==> config.mk <==
export PLATFORM = sky130hd
export DESIGN_NAME = pci_dperr_reporter
export DESIGN_NICKNAME = d
export VERILOG_FILES = /design/src/rtl/pci_dperr_pkg.sv /design/src/rtl/pci_dperr_parity.sv /design/src/rtl/pci_dperr_capture.sv /design/src/rtl/pci_dperr_drive.sv /design/src/rtl/pci_dperr_status.sv /design/src/rtl/pci_dperr_reporter.sv
export SDC_FILE = /design/constraint.sdc
export NUM_CORES = 1
export LEC_CHECK = 0
export BUFFER_PORTS_ARGS = -buffer_cell sky130_fd_sc_hd__buf_2
export CAP_MARGIN = 20
export CORE_MARGIN = 5
export CORE_UTILIZATION = 30
export CTS_BUF_LIST = sky130_fd_sc_hd__clkbuf_4
export CTS_CLUSTER_DIAMETER = 150
export CTS_CLUSTER_SIZE = 28
export DETAILED_ROUTE_END_ITERATION = 8
export SYNTH_ARGS = -nofsm -noshare
export SYNTH_HDL_FRONTEND = slang
export SYNTH_HIERARCHICAL = 1
export SYNTH_SLANG_ARGS = --single-unit
export TNS_END_PERCENT = 5
==> constraint.sdc <==
create_clock -name clk_i -period 3.78 [get_ports clk_i]
set_clock_uncertainty 0.15 [all_clocks]
set_input_delay 0.189 -clock clk_i [delete_from_list [all_inputs] [get_ports clk_i]]
set_output_delay 0.189 -clock clk_i [all_outputs]
set_load 0.03 [all_outputs]
==> src/rtl/pci_dperr_pkg.sv <==
package pci_dperr_pkg;
   localparam int ST_W   = 2;
   localparam int ST_DET = 0;
   localparam int ST_RPT = 1;
endpackage

==> src/rtl/pci_dperr_parity.sv <==
module pci_dperr_parity #(
   parameter int DATA_W = 32,
   parameter int BE_W   = 4
) (
   input  logic [DATA_W-1:0] ad_i,
   input  logic [BE_W-1:0]   cbe_n_i,
   output logic              par_o
);
   localparam int LANE_W = DATA_W / BE_W;

   logic [BE_W-1:0] lane_par;

   generate
      for (genvar g = 0; g < BE_W; g++) begin : g_lane
         assign lane_par[g] = ^{ad_i[g*LANE_W +: LANE_W], cbe_n_i[g]};
      end
   endgenerate

   assign par_o = ^lane_par;
endmodule

==> src/rtl/pci_dperr_capture.sv <==
module pci_dperr_capture #(
   parameter int DATA_W = 32,
   parameter int BE_W   = 4
) (
   input  logic              clk_i,
   input  logic              rst_n_i,
   input  logic              dphase_vld_i,
   input  logic [DATA_W-1:0] ad_i,
   input  logic [BE_W-1:0]   cbe_n_i,
   input  logic              par_i,
   output logic              fwd_vld_o,
   output logic [DATA_W-1:0] fwd_ad_o,
   output logic [BE_W-1:0]   fwd_cbe_n_o,
   output logic              fwd_par_o,
   output logic              fwd_bad_o
);
   logic              calc_par;
   logic              s1_vld;
   logic              s1_par;
   logic [DATA_W-1:0] s1_ad;
   logic [BE_W-1:0]   s1_cbe;

   pci_dperr_parity #(.DATA_W(DATA_W), .BE_W(BE_W)) u_par (
      .ad_i    (ad_i),
      .cbe_n_i (cbe_n_i),
      .par_o   (calc_par)
   );

   // stage 1: data phase, parity precomputed from lines
   always_ff @(posedge clk_i) begin
      if (!rst_n_i) begin
         s1_vld <= 1'b0;
         s1_par <= 1'b0;
         s1_ad  <= '0;
         s1_cbe <= '0;
      end else begin
         s1_vld <= dphase_vld_i;
         s1_par <= calc_par;
         s1_ad  <= ad_i;
         s1_cbe <= cbe_n_i;
      end
   end

   // stage 2: parity bit arrives, compare and forward unchanged
   always_ff @(posedge clk_i) begin
      if (!rst_n_i) begin
         fwd_vld_o   <= 1'b0;
         fwd_ad_o    <= '0;
         fwd_cbe_n_o <= '0;
         fwd_par_o   <= 1'b0;
         fwd_bad_o   <= 1'b0;
      end else begin
         fwd_vld_o   <= s1_vld;
         fwd_ad_o    <= s1_ad;
         fwd_cbe_n_o <= s1_cbe;
         fwd_par_o   <= par_i;
         fwd_bad_o   <= s1_vld & (s1_par ^ par_i);
      end
   end
endmodule

==> src/rtl/pci_dperr_drive.sv <==
module pci_dperr_drive (
   input  logic clk_i,
   input  logic rst_n_i,
   input  logic err_i,
   input  logic pere_i,
   output logic perr_n_o,
   output logic perr_oe_o
);
   logic low_q;
   logic tail_q;

   always_ff @(posedge clk_i) begin
      if (!rst_n_i) begin
         low_q  <= 1'b0;
         tail_q <= 1'b0;
      end else begin
         low_q  <= err_i & pere_i;
         tail_q <= low_q;
      end
   end

   assign perr_n_o  = ~low_q;
   assign perr_oe_o = low_q | tail_q;
endmodule

==> src/rtl/pci_dperr_status.sv <==
module pci_dperr_status #(
   parameter int NUM = 2
) (
   input  logic           clk_i,
   input  logic           rst_n_i,
   input  logic [NUM-1:0] set_i,
   input  logic           wr_i,
   input  logic [NUM-1:0] wdata_i,
   output logic [NUM-1:0] stat_o
);
   generate
      for (genvar g = 0; g < NUM; g++) begin : g_bit
         always_ff @(posedge clk_i) begin
            if (!rst_n_i)
               stat_o[g] <= 1'b0;
            else if (set_i[g])
               stat_o[g] <= 1'b1;
            else if (wr_i && wdata_i[g])
               stat_o[g] <= 1'b0;
         end
      end
   endgenerate
endmodule

==> src/rtl/pci_dperr_reporter.sv <==
module pci_dperr_reporter
   import pci_dperr_pkg::*;
#(
   parameter int DATA_W = 32,
   parameter int BE_W   = DATA_W / 8
) (
   input  logic              clk_i,
   input  logic              rst_n_i,
   input  logic              dphase_vld_i,
   input  logic [DATA_W-1:0] ad_i,
   input  logic [BE_W-1:0]   cbe_n_i,
   input  logic              par_i,
   input  logic              pere_i,
   input  logic              stat_wr_i,
   input  logic [ST_W-1:0]   stat_wdata_i,
   output logic              perr_n_o,
   output logic              perr_oe_o,
   output logic              fwd_vld_o,
   output logic [DATA_W-1:0] fwd_ad_o,
   output logic [BE_W-1:0]   fwd_cbe_n_o,
   output logic              fwd_par_o,
   output logic              fwd_bad_o,
   output logic [ST_W-1:0]   stat_o
);
   generate
      if (DATA_W % 8 != 0) begin : g_bad_width
         $error("DATA_W must be a multiple of 8");
      end
      if (BE_W * 8 != DATA_W) begin : g_bad_be
         $error("BE_W must equal DATA_W/8");
      end
   endgenerate

   logic            err_evt;
   logic [ST_W-1:0] st_set;

   pci_dperr_capture #(.DATA_W(DATA_W), .BE_W(BE_W)) u_cap (
      .clk_i        (clk_i),
      .rst_n_i      (rst_n_i),
      .dphase_vld_i (dphase_vld_i),
      .ad_i         (ad_i),
      .cbe_n_i      (cbe_n_i),
      .par_i        (par_i),
      .fwd_vld_o    (fwd_vld_o),
      .fwd_ad_o     (fwd_ad_o),
      .fwd_cbe_n_o  (fwd_cbe_n_o),
      .fwd_par_o    (fwd_par_o),
      .fwd_bad_o    (fwd_bad_o)
   );

   assign err_evt = fwd_vld_o & fwd_bad_o;

   pci_dperr_drive u_drv (
      .clk_i     (clk_i),
      .rst_n_i   (rst_n_i),
      .err_i     (err_evt),
      .pere_i    (pere_i),
      .perr_n_o  (perr_n_o),
      .perr_oe_o (perr_oe_o)
   );

   always_comb begin
      st_set         = '0;
      st_set[ST_DET] = err_evt;
      st_set[ST_RPT] = err_evt & pere_i;
   end

   pci_dperr_status #(.NUM(ST_W)) u_st (
      .clk_i   (clk_i),
      .rst_n_i (rst_n_i),
      .set_i   (st_set),
      .wr_i    (stat_wr_i),
      .wdata_i (stat_wdata_i),
      .stat_o  (stat_o)
   );
endmodule

==> results <==
- The run finished with clean final reports.
- The slew of the pin with the lowest slew margin is 285 ps.
- The kind of end point of the critical path is a flop.
- The register area share after synthesis is 63.3%.
- Dividing the final minimum period by the clock period gives 53.8%.
- The signal on the critical path passes through dlygate4sd3_1, buf_2, xnor2_1, xnor2_1, xnor2_1, xnor3_1, xnor2_1, and2_1.
- The count of maximum capacitance violations is 0.
- The average size of a mapped cell is 12.0 um2.
- The total clock buffers created by CTS is 9.
- The top cell types in the final layout, fill and taps aside, are 86 x sky130_fd_sc_hd__buf_2, 81 x sky130_fd_sc_hd__dfxtp_1, 77 x sky130_fd_sc_hd__and2_1.
- The library cell used most frequently in the layout, excluding fill and tap cells, is sky130_fd_sc_hd__buf_2.
- The signed area change from the synthesized netlist to the final layout is 44.2%.
- In this run, post-CTS repair resized a total of 0 instances.
- The pin count of the biggest net entering global routing is 81.
- For this run the aggregate overflow at the end of global routing stands at 0.
- STA puts the critical path data required time at 3930 ps.
- After detailed routing, the average wire length per cell comes to 11.0 um.
- The CTS tree is built.
- After routing the design area is 3700 um2.
- The first-pass GRT wire length is 7850 um.
- The die is 102 um tall.
- The delay of the slowest cell on the worst path is 560 ps.
- The worst hold path terminates at u_cap/fwd_ad_o[4].
- Counting the fill cells in the layout gives 807.
- Measured against its own limit, the worst slew margin works out to 80.8%.
- Once detail routing completed, the nets flagged for antenna violations numbered 0.
- In this run the critical register-to-register path is launched from u_cap/fwd_vld_o.
- Setup repair after global routing left no endpoint under its margin.
- The worst register-to-register path has a setup slack of 2300 ps.
- The synthesized design contains 81 register bits.
- The via count of the first global-routing pass is 1721.
- The final route contains 1749 vias.
- During synthesis, Yosys emitted a total of 6 warnings.
- The detailed placement HPWL is 3350 um.
- The maximum ir drop on the vdd rail is 178 uV.
- 0 antenna diodes ended up in the layout.
- The critical-path cell with the highest stage delay is sky130_fd_sc_hd__dlygate4sd3_1.
- Cells with a size suffix above 1 make up 29.5% of the layout.
- The die is 102 um wide.
- Pin placement for this block handled 87 I/O pins.
- The max-slew violation count is 0.
- The depth of the most critical reg-to-reg path is 4.
- In this run the core area contains 33 standard-cell rows.
- The number of detailed-routing iterations run before antenna repair is 2.
- The total DRC errors in the routed layout is 0.
- The worst hold path begins at u_cap/s1_ad[4].
- The number of clock sinks is 81.
- The worst hold-check path type is reg -> reg.
- The power per unit of standard cell area is 486 nW/um2.
- The final layout contains routed wiring with a total length of 5040 um.
- The synthesized net count is 257.
- Synthesis handed over a netlist of 213 instances.
- The global routing usage summed across all routing layers is 9.87%.
- The total leakage power is 1.69 nW.
- The DRC violation total after the first TritonRoute iteration is 21.
- The H-tree was split into 3 levels.
- The global placer's final weighted congestion is 0.682.
- The path type of the worst setup path is in -> reg.
- Dividing the detail-routed via count by the number of cells gives 3.83.
- Along the worst hold path, the cell count comes to 1.
- The effective utilization at floorplan is 31.0%.
- After layout, the minimum clock period comes to 2030 ps.
- The worst setup path is launched from an input port.
- The initial antenna violation count is 0.
- The final standard cell utilization of the core is 44.8%.
- Buffers placed on the I/O ports in this run total 86.
- The number of nets in the layout is 391.
- The maximum clock insertion buffer count is 2.
- Once placement finished, the instance area stood at 3050 um2.
- For the worst-skew pair, the clock arrives at the later sink with an insertion delay of 400 ps.
- In this run the critical register-to-register path is captured at u_st/stat_o[1].
- In the final timing run, aggregate negative setup slack is 0 ps.
- The distinct cell type count of the synthesized netlist is 14.
- After clock tree synthesis, the clock-pin slew on the worst setup and hold paths is 120 ps.
- Setup violations remaining at the end of the flow were counted as 0.
- The core region is 8260 um2.
- The mapped netlist covers 2560 um2.
- The maximum achievable frequency is 492 MHz.
- The final hold violation count is 0.
- The buffer type at the clock tree root is sky130_fd_sc_hd__clkbuf_4.
- The maximum fanout count along the critical path is 2.
- The floorplan die area is 10500 um2.
- The arrival time reported for the critical path endpoint is 2180 ps.
- Counting stages on the worst path, the most repeated cell is sky130_fd_sc_hd__xnor2_1.
Yosys cell counts:
master                    number  area (um2)
sky130_fd_sc_hd__xnor3_1       1        22.5
sky130_fd_sc_hd__dfxtp_1      81        1620
sky130_fd_sc_hd__a31oi_1       2        12.5
sky130_fd_sc_hd__or2_1         1        6.26
sky130_fd_sc_hd__buf_6         5        56.3
sky130_fd_sc_hd__xnor2_1      29         254
sky130_fd_sc_hd__buf_2         3        15.0
sky130_fd_sc_hd__and2_4        1        8.76
sky130_fd_sc_hd__and2_1       77         482
sky130_fd_sc_hd__inv_1         3        11.3
sky130_fd_sc_hd__o21ai_1       2        10.0
sky130_fd_sc_hd__xor2_1        5        43.8
sky130_fd_sc_hd__and3_1        2        12.5
sky130_fd_sc_hd__and2_2        1        7.51
kinds of logic after synthesis:
logic type | Yosys count | synth area share, %
DFF | 81 | 63.3
AOI/OAI and AO/OA | 4 | 0.878
buffers and inverters | 11 | 3.22
and+or+nand+nor | 82 | 20.2
xor gates and xnor gates | 35 | 12.5
per-stage QoR:
| stage | worst slack [ps] | power [mW] | std cells | hold slack (ps) |
|---|---|---|---|---|
| 2_1_floorplan | 2200 | 1.10 | 213 | 147 |
| 3_3_place_gp | 1940 | 1.17 | 396 | 238 |
| 3_5_place_dp | 1890 | 1.17 | 396 | 243 |
| 4_1_cts | 1810 | 1.83 | 455 | 288 |
| 5_1_grt | 1740 | 1.89 | 457 | 296 |
| 6_report | 1750 | 1.80 | 457 | 291 |
flip-flops by register name, summed over array words and instances (netlist names):
name and cells:
u_cap/s1_vld 1, u_cap/fwd_cbe_n_o 4, u_cap/fwd_bad_o 1, u_cap/s1_cbe 4
u_drv/tail_q 1, u_cap/fwd_ad_o 32, u_cap/s1_par 1, u_cap/s1_ad 32
u_cap/fwd_vld_o 1, u_st/stat_o 2, u_cap/fwd_par_o 1, u_drv/low_q 1
power by group:
group	leakage [nW]	internal (mW)	total, mW	switching [mW]
Combinational	0.929	0.153	0.276	0.123
Clock	0.0940	0.340	0.614	0.274
Sequential	0.669	0.896	0.906	0.0101
how the worst max path moves through the flow:
| stage | start | endpoint | slack, ps | cells after the start |
|---|---|---|---|---|
| finish | ad_i[31] | u_cap/s1_par | 1750 | 8 |
| global route | ad_i[26] | u_cap/s1_par | 1740 | 8 |
| CTS | ad_i[26] | u_cap/s1_par | 1810 | 8 |
| detailed placement | ad_i[26] | u_cap/s1_par | 1890 | 7 |
| global placement | ad_i[26] | u_cap/s1_par | 1940 | 7 |
| floorplan | ad_i[26] | u_cap/s1_par | 2200 | 6 |
metal layers:
layer	part of all wire (%)	GRT usage, %
met4	1.3	3.63
met5	0	0
met2	47	15.9
met1	44	11.9
met3	7.9	3.89
final cells by class:
type | count | area (um2) | share of cell area [%]
tap | 105 | 131 | 3.55
clock inverter | 6 | 106 | 2.88
timing repair buffer | 131 | 891 | 24.1
inverter | 3 | 11.3 | 0.305
multi-input combinational | 121 | 860 | 23.3
sequential | 81 | 1620 | 43.9
clock buffer | 10 | 75.1 | 2.03
worst max-delay path: cells and delay by family:
kind / cells / cell delay [ps]
XOR/XNOR: 5 / 1130
buffers and inverters: 2 / 710
AND/OR/NAND/NOR: 1 / 150
repair_timing:
item,4_1_cts,5_1_grt
hold buffers,43,1
buffers inserted,0,0
hold endpoints to repair,42,3
setup endpoints to repair,0,0
No activity file was read; power rests on OpenSTA's default activity.
